`src/rtl/cpu_rst_pkg.sv`:
```
package cpu_rst_pkg;

  typedef enum logic [2:0] {
    ST_HOLD,
    ST_DELAY,
    ST_TEST,
    ST_FETCH,
    ST_RUN
  } seqState_t;

  typedef struct packed {
    logic loadDelay;
    logic loadTest;
    logic countDown;
    logic capture;
  } seqStrobe_t;

  localparam logic [31:0] FLAGS_RST   = 32'h0000_0002;
  localparam logic [31:0] CTL0_RST    = 32'h6000_0010;
  localparam logic [31:0] CTL4_RST    = 32'h0000_0000;
  localparam logic [31:0] IP_RST      = 32'h0000_FFF0;
  localparam logic [15:0] CODE_SEL    = 16'hF000;
  localparam logic [31:0] CODE_BASE   = 32'hFFFF_0000;
  localparam logic [15:0] DSEG_SEL    = 16'h0000;
  localparam logic [31:0] DSEG_BASE   = 32'h0000_0000;
  localparam logic [31:0] SEG_LIMIT   = 32'h0000_FFFF;
  localparam logic [31:0] ITBL_BASE   = 32'h0000_0000;
  localparam logic [15:0] ITBL_LIMIT  = 16'h03FF;
  localparam logic [7:0]  DATA_REV    = 8'h04;

endpackage

```
`src/rtl/rst_seq_datapath.sv`:
```
module rst_seq_datapath
  import cpu_rst_pkg::*;
#(
  parameter int DLY0      = 150,
  parameter int DLY1      = 183,
  parameter int DLY2      = 216,
  parameter int DLY3      = 250,
  parameter int ST_CYCLES = 1 << 20
) (
  input  logic        clk,
  input  logic        rstN,
  input  seqStrobe_t  strb,
  input  logic [1:0]  clkScale,
  input  logic        selfTestReq,
  input  logic        selfTestPass,
  input  logic [7:0]  deviceId,
  output logic        cntZero,
  output logic        testArmed,
  output logic [31:0] accInit,
  output logic [31:0] dataInit,
  output logic [31:0] fetchAddr
);

  localparam int MAX_A   = (DLY0 > DLY1) ? DLY0 : DLY1;
  localparam int MAX_B   = (DLY2 > DLY3) ? DLY2 : DLY3;
  localparam int MAX_D   = (MAX_A > MAX_B) ? MAX_A : MAX_B;
  localparam int MAX_CNT = (MAX_D > ST_CYCLES) ? MAX_D : ST_CYCLES;
  localparam int CNT_W   = $clog2(MAX_CNT + 1);

  logic [CNT_W-1:0] cnt;
  logic             stFail;

  function automatic logic [CNT_W-1:0] pickDelay(input logic [1:0] code);
    logic [CNT_W-1:0] v;
    case (code)
      2'd0:    v = CNT_W'(DLY0 - 1);
      2'd1:    v = CNT_W'(DLY1 - 1);
      2'd2:    v = CNT_W'(DLY2 - 1);
      default: v = CNT_W'(DLY3 - 1);
    endcase
    return v;
  endfunction

  always_ff @(posedge clk or negedge rstN) begin
    if (!rstN) begin
      cnt       <= '0;
      testArmed <= 1'b0;
      stFail    <= 1'b0;
    end else begin
      if (strb.loadDelay) begin
        cnt       <= pickDelay(clkScale);
        testArmed <= selfTestReq;
      end else if (strb.loadTest) begin
        cnt <= CNT_W'(ST_CYCLES - 1);
      end else if (strb.countDown) begin
        cnt <= cnt - 1'b1;
      end
      if (strb.capture) begin
        stFail <= ~selfTestPass;
      end
    end
  end

  assign cntZero   = (cnt == '0);
  assign accInit   = {31'b0, stFail};
  assign dataInit  = {16'h0000, DATA_REV, deviceId};
  assign fetchAddr = CODE_BASE + IP_RST;

  assert_count_nonzero_R5: assert property (@(posedge clk) disable iff (!rstN)
    strb.countDown |-> (cnt != '0));

  assert_acc_frozen_R8: assert property (@(posedge clk) disable iff (!rstN)
    !strb.capture |=> $stable(accInit));

endmodule

```
`src/rtl/rst_seq_ctrl.sv`:
```
module rst_seq_ctrl
  import cpu_rst_pkg::*;
(
  input  logic       clk,
  input  logic       rstN,
  input  logic       cntZero,
  input  logic       testArmed,
  input  logic       fetchAck,
  output seqStrobe_t strb,
  output logic       fetchReq,
  output logic       busEnable,
  output logic       execEnable,
  output logic       pipeFlush,
  output logic       cacheInval
);

  seqState_t state, nextState;

  always_ff @(posedge clk or negedge rstN) begin
    if (!rstN) state <= ST_HOLD;
    else       state <= nextState;
  end

  always_comb begin
    nextState = state;
    strb      = '0;
    case (state)
      ST_HOLD: begin
        strb.loadDelay = 1'b1;
        nextState      = ST_DELAY;
      end
      ST_DELAY: begin
        if (cntZero) begin
          if (testArmed) begin
            strb.loadTest = 1'b1;
            nextState     = ST_TEST;
          end else begin
            nextState = ST_FETCH;
          end
        end else begin
          strb.countDown = 1'b1;
        end
      end
      ST_TEST: begin
        if (cntZero) begin
          strb.capture = 1'b1;
          nextState    = ST_FETCH;
        end else begin
          strb.countDown = 1'b1;
        end
      end
      ST_FETCH: begin
        if (fetchAck) nextState = ST_RUN;
      end
      default: nextState = ST_RUN;
    endcase
  end

  assign pipeFlush  = (state == ST_HOLD);
  assign cacheInval = (state == ST_HOLD);
  assign fetchReq   = (state == ST_FETCH);
  assign busEnable  = (state == ST_FETCH) || (state == ST_RUN);
  assign execEnable = (state == ST_RUN);

  always @(posedge clk) begin
    if (rstN === 1'b0) begin
      assert_hold_quiet_R1: assert (pipeFlush && cacheInval && !fetchReq && !busEnable && !execEnable);
    end
  end

  assert_fetch_held_R9: assert property (@(posedge clk) disable iff (!rstN)
    (fetchReq && !fetchAck) |=> fetchReq);

  assert_run_after_ack_R10: assert property (@(posedge clk) disable iff (!rstN)
    $rose(execEnable) |-> $past(fetchReq && fetchAck));

  assert_run_sticky_R10: assert property (@(posedge clk) disable iff (!rstN)
    execEnable |=> (execEnable && !fetchReq));

endmodule

```
`src/rtl/cpu_reset_seq.sv`:
```
module cpu_reset_seq
  import cpu_rst_pkg::*;
#(
  parameter int DLY0      = 150,
  parameter int DLY1      = 183,
  parameter int DLY2      = 216,
  parameter int DLY3      = 250,
  parameter int ST_CYCLES = 1 << 20
) (
  input  logic        clk,
  input  logic        rstN,
  input  logic [1:0]  clkScale,
  input  logic        selfTestReq,
  input  logic        selfTestPass,
  input  logic [7:0]  deviceId,
  input  logic        fetchAck,
  output logic        fetchReq,
  output logic [31:0] fetchAddr,
  output logic        busEnable,
  output logic        execEnable,
  output logic        pipeFlush,
  output logic        cacheInval,
  output logic [31:0] accInit,
  output logic [31:0] dataInit,
  output logic [31:0] flagsInit,
  output logic [31:0] ipInit,
  output logic [15:0] codeSel,
  output logic [31:0] codeBase,
  output logic [15:0] segSel,
  output logic [31:0] segBase,
  output logic [31:0] segLimit,
  output logic [31:0] ctl0Init,
  output logic [31:0] ctl4Init,
  output logic [31:0] intTblBase,
  output logic [15:0] intTblLimit
);

  seqStrobe_t strb;
  logic       cntZero;
  logic       testArmed;

  rst_seq_ctrl u_ctrl (
    .clk        (clk),
    .rstN       (rstN),
    .cntZero    (cntZero),
    .testArmed  (testArmed),
    .fetchAck   (fetchAck),
    .strb       (strb),
    .fetchReq   (fetchReq),
    .busEnable  (busEnable),
    .execEnable (execEnable),
    .pipeFlush  (pipeFlush),
    .cacheInval (cacheInval)
  );

  rst_seq_datapath #(
    .DLY0      (DLY0),
    .DLY1      (DLY1),
    .DLY2      (DLY2),
    .DLY3      (DLY3),
    .ST_CYCLES (ST_CYCLES)
  ) u_dp (
    .clk          (clk),
    .rstN         (rstN),
    .strb         (strb),
    .clkScale     (clkScale),
    .selfTestReq  (selfTestReq),
    .selfTestPass (selfTestPass),
    .deviceId     (deviceId),
    .cntZero      (cntZero),
    .testArmed    (testArmed),
    .accInit      (accInit),
    .dataInit     (dataInit),
    .fetchAddr    (fetchAddr)
  );

  assign flagsInit   = FLAGS_RST;
  assign ipInit      = IP_RST;
  assign codeSel     = CODE_SEL;
  assign codeBase    = CODE_BASE;
  assign segSel      = DSEG_SEL;
  assign segBase     = DSEG_BASE;
  assign segLimit    = SEG_LIMIT;
  assign ctl0Init    = CTL0_RST;
  assign ctl4Init    = CTL4_RST;
  assign intTblBase  = ITBL_BASE;
  assign intTblLimit = ITBL_LIMIT;

  assert_vector_R9: assert property (@(posedge clk) disable iff (!rstN)
    fetchReq |-> (fetchAddr == 32'hFFFF_FFF0));

endmodule

```
`config.mk`:
```
export PLATFORM = sky130hd
export DESIGN_NAME = cpu_reset_seq
export DESIGN_NICKNAME = d
export VERILOG_FILES = /design/src/rtl/cpu_rst_pkg.sv /design/src/rtl/rst_seq_datapath.sv /design/src/rtl/rst_seq_ctrl.sv /design/src/rtl/cpu_reset_seq.sv
export SDC_FILE = /design/constraint.sdc
export NUM_CORES = 1
export LEC_CHECK = 0
export CAP_MARGIN = 5
export CORE_AREA = 3 3 160 162
export CTS_BUF_LIST = sky130_fd_sc_hd__clkbuf_16
export DETAILED_ROUTE_END_ITERATION = 8
export DIE_AREA = 0 0 163 165
export HOLD_SLACK_MARGIN = 0.12
export MAX_ROUTING_LAYER = met4
export SLEW_MARGIN = 25
export SYNTH_ARGS = -nofsm -noshare
export SYNTH_HDL_FRONTEND = slang
export SYNTH_HIERARCHICAL = 1
export SYNTH_SLANG_ARGS = --single-unit
```
`constraint.sdc`:
```
create_clock -name clk -period 3.71 [get_ports clk]
set_clock_uncertainty 0.1 [all_clocks]
set_input_delay 0.5565 -clock clk [delete_from_list [all_inputs] [get_ports clk]]
set_output_delay 0.5565 -clock clk [all_outputs]
set_load 0.005 [all_outputs]
```
==> results of run 1 <==
[report_power, final]
part           internal, mW  total [mW]  switching [mW]
clock network         0.215       0.312          0.0974
registers             0.303       0.332          0.0291
logic                0.0434       0.187           0.144
[metrics by stage]
stage | hold WS, ns | util | std cells | power (mW)
2_1_floorplan | 0.161 | - | 945 | 0.782
3_3_place_gp | 0.412 | 0.144 | 874 | 0.508
3_5_place_dp | 0.428 | 0.144 | 874 | 0.511
4_1_cts | 0.208 | 0.148 | 878 | 0.830
5_1_grt | 0.233 | 0.149 | 878 | 0.892
6_report | 0.184 | 0.149 | 878 | 0.832
[cell usage in the layout (no fill, tap or decap), types with 5 or more instances in the layout]
cell type,netlist,routed
nor2_1,6,6
xor2_1,7,7
a21oi_1,13,13
inv_1,7,7
a31oi_1,6,6
nor3_1,7,5
dfrtp_1,26,26
o21ai_0,10,10
ha_1,6,6
conb_1,4,391
clkdlybuf4s50_1,0,11
[sequential cells by signal (all words and copies together), names as in the netlist]
signal	flops
u_dp/testArmed	1
u_dp/stFail	1
u_dp/cnt	21
u_ctrl/state	3
[logic make-up (layout without fill, tap and decap cells)]
family	Yosys count	in the layout
adder cells (fa/ha/maj)	6	6
XOR/XNOR	9	9
buffers and inverters	416	25
AO/OA/AOI/OAI	40	40
other	4	391
AND/OR/NAND/NOR	55	55
flip-flops	26	26
multiplexers	2	2
[worst max path at each step]
stage,startpoint,end,slack (ns),cells after the start
2_1_floorplan,u_dp/cnt[15]$_DFFE_PN0P_,u_dp/cnt[6]$_DFFE_PN0P_,0.68,10
3_3_place_gp,u_dp/cnt[0]$_DFFE_PN0P_,u_dp/cnt[17]$_DFFE_PN0P_,0.42,9
3_5_place_dp,u_dp/cnt[0]$_DFFE_PN0P_,u_dp/cnt[18]$_DFFE_PN0P_,0.21,9
4_1_cts,u_dp/cnt[0]$_DFFE_PN0P_,u_dp/cnt[17]$_DFFE_PN0P_,0.21,9
5_1_grt,u_dp/cnt[0]$_DFFE_PN0P_,u_dp/cnt[18]$_DFFE_PN0P_,0.25,9
6_report,u_dp/cnt[0]$_DFFE_PN0P_,u_dp/cnt[17]$_DFFE_PN0P_,0.57,9
[worst reg2reg max path: stages (launching register included)]
cell and delay (ns):
dfrtp_1 0.43, inv_1 0.09, ha_1 0.19, nand4b_1 0.11
nor4_2 0.08, nor3_2 0.53, nor4b_4 0.55, nand4_1 0.33
or3_2 0.50, a31oi_1 0.17
[cell usage after synthesis, drive strengths merged, types with 2 or more instances]
| cell | number |
|---|---|
| xnor2 | 2 |
| nor2 | 6 |
| or3 | 5 |
| nand3b | 2 |
| inv | 7 |
| or2 | 3 |
| nor4 | 3 |
| nor3 | 7 |
| nand2 | 3 |
| nand4 | 3 |
| nor3b | 5 |
| buf | 405 |
| o31ai | 3 |
| conb | 4 |
| ha | 6 |
| a31oi | 6 |
| nor2b | 3 |
| nand3 | 2 |
| dfrtp | 26 |
| or4 | 4 |
| a21oi | 13 |
| a22oi | 3 |
| xor2 | 7 |
| o21ai | 10 |
| nand4b | 2 |
| clkbuf | 4 |
| and3 | 3 |
[layout make-up]
cell class,instances,share of cell area
clock inverters,1,0.00834
well taps,324,0.113
multi-input cells,503,0.634
repair buffers,14,0.0361
inverters,7,0.00729
flip-flops and latches,26,0.181
clock buffers,3,0.0208
[timing repair]
action	in CTS	in global routing
hold endpoints to repair	0	0
resized for setup	0	1
hold buffers	0	0
setup endpoints to repair	0	1
[layer usage]
metal,vias up,track usage,share of wire
met1,1003,0.0350,0.29
met3,9,0.0135,0.18
li1,982,-,-
met4,0,0.0154,0.025
met2,215,0.0529,0.51
met5,-,-,0
==> flow_metrics.tcl, run 1 <==
set metrics [dict create \
    final.fill_count 2760 \
    rsz0062_at_grt "no" \
    die_width_um 163 \
    track_usage 0.0327 \
    max_cap_violations 0 \
    synth_area_um2 4550 \
    antenna_cells 0 \
    dr.first_iter.drc_count 31 \
    syn_to_final_growth_pct -20.9 \
    seq_area_frac_synth 0.143 \
    post_synth.cell_area_avg_um2 8.16 \
    yosys.area_share.simple 0.0849 \
    timing.final.crit_share 0.847 \
    grt_pass1_vias 1403 \
    postSynthCellCount 558 \
    powerDensity_nw_per_um2 231 \
    clk_latency_ns 0.26 \
    dp_hpwl_mm 4.97 \
    status "finished, final reports clean" \
    critPathBufInv 1 \
    final_area_um2 3600 \
    row_count 57 \
    clk_path_buf_depth 2 \
    core_um2 24200 \
    cts_made_buffers 3 \
    synthXorXnorAreaFrac 0.0173 \
    p_leak_nw 2.00 \
    end_kind "flop" \
    path_delay_family "simple AND/OR/NAND/NOR gates" \
    crit_fanout 11 \
    cts_root_buf "clkbuf_16" \
    post-route-min-period_ns 3.14 \
    r2r_slack_ns 0.57 \
    synth_compound_area_frac 0.0525 \
    critPathSlowestCell "nor4b_4" \
    maxSlewHeadroom 0.561 \
    cts_htree_levels 1 \
    grt.overflow.total 0 \
    yosys_warnings 6 \
    finalHoldViolCount 0 \
    pre_cts_ws_ns 0.213 \
    yosysUniqueCellTypes 46 \
    drive_gt1_frac 0.0397 \
    hp-class "input port to asynchronous set/reset pin" \
    yosysTopAreaCell "buf_4" \
    cts_sinks 26 \
    tightest_slew_ns 0.653 \
    vdd_drop_max_mv 0.168 \
    drc 0 \
    yosys-top-cells-area "buf_4, dfrtp_1, ha_1" \
    cts_tree "done" \
    finalNetCount 576 \
    max_stage_delay_ns 0.55 \
    drt-wirelength-per-cell_um 6.57 \
    start_util 0.188 \
    ff_latch_area_um2 651 \
    critPathArrivalTime_ns 3.23 \
    grt_pass1_wl_mm 6.89 \
    fp.dieH_um 165 \
    r2r_start "u_dp/cnt[0]$_DFFE_PN0P_" \
    crit_chain "inv_1 -> ha_1 -> nand4b_1 -> nor4_2 -> nor3_2 -> nor4b_4 -> nand4_1 -> or3_2 -> a31oi_1" \
    via_per_inst 2.52 \
    synth_fa_ha_area_frac 0.0165 \
    vias 2209 \
    maxSlewViolCount 0 \
    ant_nets 0 \
    crit_required_ns 3.80 \
    wirelength_mm 5.77 \
    finalWorstSetupSlack_ns 0.569 \
    start_kind "flop" \
    antenna_found_initial 0 \
    r2r_cells 9 \
    final-setup-viol-count 0 \
    r2r-end "u_dp/cnt[17]$_DFFE_PN0P_" \
    synth_top_area_frac 0.663 \
    synth_seq_cells 26 \
    cts_setup_buffers 0 \
    multi_input_area_um2 2280 \
    post_dp_cell_area_um2 3490 \
    synth_edf_count 0 \
    gp_congestion 0.734 \
    clk_pin_slew_ns 0.06 \
    synth_top_family_by_area "buffers and inverters" \
    synthArstFlopShare 1.00 \
    io_pins 420 \
    die_area_um2 26900 \
    synthMuxAreaShare 0.00467 \
    drt-pass1-iter-count 4 \
    critPathKind "flop to flop" \
    clock.fmax_mhz 318 \
    setup_tns_ns 0 \
    ys_dominant_reg_cell "dfrtp_1" \
    grt_max_degree 27 \
    portBuffers 12 \
]
(Power assumes the default switching activity.)
==> inputs of run 2 (changes only) <==
==> constraint.sdc (replaced) <==
create_clock -name clk -period 3 [get_ports clk]
set_clock_uncertainty 0.1 [all_clocks]
set_input_delay 0.45 -clock clk [delete_from_list [all_inputs] [get_ports clk]]
set_output_delay 0.45 -clock clk [all_outputs]
set_load 0.005 [all_outputs]
==> run 2 against run 1 <==
  * Sequential cell count stayed put
  * Fmax up 16%
  * Sequential share of layout area is 0.14 points lower
  * Worst hold slack better by 0.24 ns
  * Sequential power up 24%
  * Worst setup slack got worse by 0.28 ns
  * Count of clock-buffer cells in the layout unchanged
  * Combinational power rose by 25%
  * Utilization rose by 0.12 points
==> flow_metrics.tcl, run 2 (synthesis gave the netlist of run 1 again) <==
set metrics [dict create \
    drc 0 \
    rsz0062_at_grt "no" \
    met1_length_mm 1.70 \
    fp.dieH_um 165 \
    switchingPower_mw 0.325 \
    dr.first_iter.drc_count 96 \
    swShare 0.348 \
    drt-wirelength-per-cell_um 6.81 \
    status "finished, final reports clean" \
    critPathKind "flop to flop" \
    p_int_mw 0.609 \
    post-route-min-period_ns 2.71 \
    core_um2 24200 \
    via_per_inst 2.51 \
    critPathBufInv 1 \
    die_width_um 163 \
    drt-pass1-iter-count 4 \
    die_area_um2 26900 \
    clk_path_buf_depth 2 \
    path_delay_family "simple AND/OR/NAND/NOR gates" \
    largest_reg_flops 21 \
    io_pins 420 \
    cts_htree_levels 1 \
    crit_chain "inv_1 -> ha_1 -> nand4b_1 -> nor4_4 -> nor3_1 -> nor4b_4 -> nand4_1 -> or4_1 -> a31oi_1" \
    start_kind "flop" \
    top_layer_used "met4" \
    timing.final.crit_share 0.904 \
    wirelength_mm 6.02 \
    drive_gt1_frac 0.0465 \
    vdd_drop_max_mv 0.128 \
    finalNetCount 582 \
    end_kind "flop" \
    dr_wl_met2_mm 3.20 \
    setup_tns_ns 0 \
    maxSlewViolCount 0 \
    p_seq_frac 0.441 \
    max_stage_delay_ns 0.50 \
    powerDensity_nw_per_um2 257 \
    syn_to_final_growth_pct -20.3 \
    cts_hold_buf 0 \
    pre_cts_ws_ns 0.107 \
    final_common_cell "conb_1" \
    grt_pass1_wl_mm 7.04 \
    gp_congestion 0.780 \
    finalWorstSetupSlack_ns 0.287 \
    grt.overflow.total 0 \
    hp-class "flop to flop" \
    tightest_slew_ns 0.622 \
    cts_made_buffers 3 \
    vias 2213 \
    ant_nets 0 \
    antenna_cells 0 \
    layout_common_cells "conb_1, dfrtp_1, a21oi_1" \
    portBuffers 12 \
    critPathSlowestCell "or4_1" \
    antenna_found_initial 0 \
    maxSlewHeadroom 0.582 \
    largestRegisters "u_dp/cnt x21, u_ctrl/state x3" \
    p_clk_frac 0.309 \
    dp_hpwl_mm 5.20 \
    grt_pass1_vias 1396 \
    clk_pin_slew_ns 0.06 \
    clock.fmax_mhz 369 \
    pwr-share-comb 0.250 \
    cts_tree "done" \
    max_cap_violations 0 \
    p_leak_nw 2.02 \
    clk_latency_ns 0.26 \
    critPathArrivalTime_ns 2.78 \
    start_util 0.188 \
    cts_root_buf "clkbuf_16" \
    cts_sinks 26 \
    crit_fanout 7 \
    finalHoldViolCount 0 \
    top_register "u_dp/cnt" \
    row_count 57 \
    grt_max_degree 27 \
    track_usage 0.0333 \
    final-setup-viol-count 0 \
    crit_required_ns 3.07 \
    route.met3.wl_mm 1.02 \
]
==> run 2: power groups by stage <==
stage          clock network (mW)  registers, mW  logic (mW)
2_1_floorplan                   0          0.407       0.561
6_report                    0.289          0.412       0.233
3_5_place_dp                    0          0.418       0.218
5_1_grt                     0.309          0.416       0.281
4_1_cts                     0.296          0.412       0.219
3_3_place_gp                    0          0.418       0.216
==> run 2: final cells by class <==
cell class              instances  area, um2
inverters                       7       26.3
flip-flops and latches         26        651
multi-input cells             503       2290
clock buffers                   3       75.1
repair buffers                 20        180
well taps                     324        405
fillers                      2732      20600
==> run 2: through the flow <==
stage | area, um2 | hold slack [ns] | power (mW) | util | cells
floorplan | 6010 | 0.0544 | 0.968 | - | 945
global placement | 3540 | 0.412 | 0.633 | 0.146 | 880
detailed placement | 3540 | 0.428 | 0.636 | 0.146 | 880
CTS | 3620 | 0.438 | 0.926 | 0.149 | 883
global route | 3630 | 0.490 | 1.00 | 0.150 | 883
finish | 3630 | 0.427 | 0.934 | 0.150 | 883
==> run 2: what timing repair did <==
item | 4_1_cts | 5_1_grt
resized for setup | 0 | 2
buffers inserted | 0 | 0
endpoints found under the setup margin | 0 | 15
==> run 2: worst reg2reg max path, stage by stage (launching register included) <==
cell and delay, ns:
dfrtp_1 0.42, inv_1 0.08, ha_1 0.20, nand4b_1 0.16
nor4_4 0.08, nor3_1 0.30, nor4b_4 0.30, nand4_1 0.30
or4_1 0.50, a31oi_1 0.19
==> run 2: path summary, 6_finish.rpt <==
path / end / slack, ns / start / depth (start not counted)
max in group asynchronous: u_dp/cnt[20]$_DFFE_PN0P_ / 2.09 / rstN / 2
hold / removal: u_dp/stFail$_DFFE_PN0P_ / 0.43 / u_dp/stFail$_DFFE_PN0P_ / 2
setup reg to reg: u_dp/cnt[15]$_DFFE_PN0P_ / 0.29 / u_dp/cnt[0]$_DFFE_PN0P_ / 9
setup / recovery: u_dp/cnt[15]$_DFFE_PN0P_ / 0.29 / u_dp/cnt[0]$_DFFE_PN0P_ / 9
min in group asynchronous: u_dp/cnt[0]$_DFFE_PN0P_ / 0.46 / rstN / 2
hold reg to reg: u_dp/stFail$_DFFE_PN0P_ / 0.43 / u_dp/stFail$_DFFE_PN0P_ / 2
==> run 2: per-layer routing <==
| metal | up-vias | GRT usage |
|---|---|---|
| li1 | 987 | - |
| met3 | 11 | 0.0143 |
| met1 | 1000 | 0.0311 |
| met4 | 0 | 0.0119 |
| met2 | 215 | 0.0610 |
| met5 | - | - |
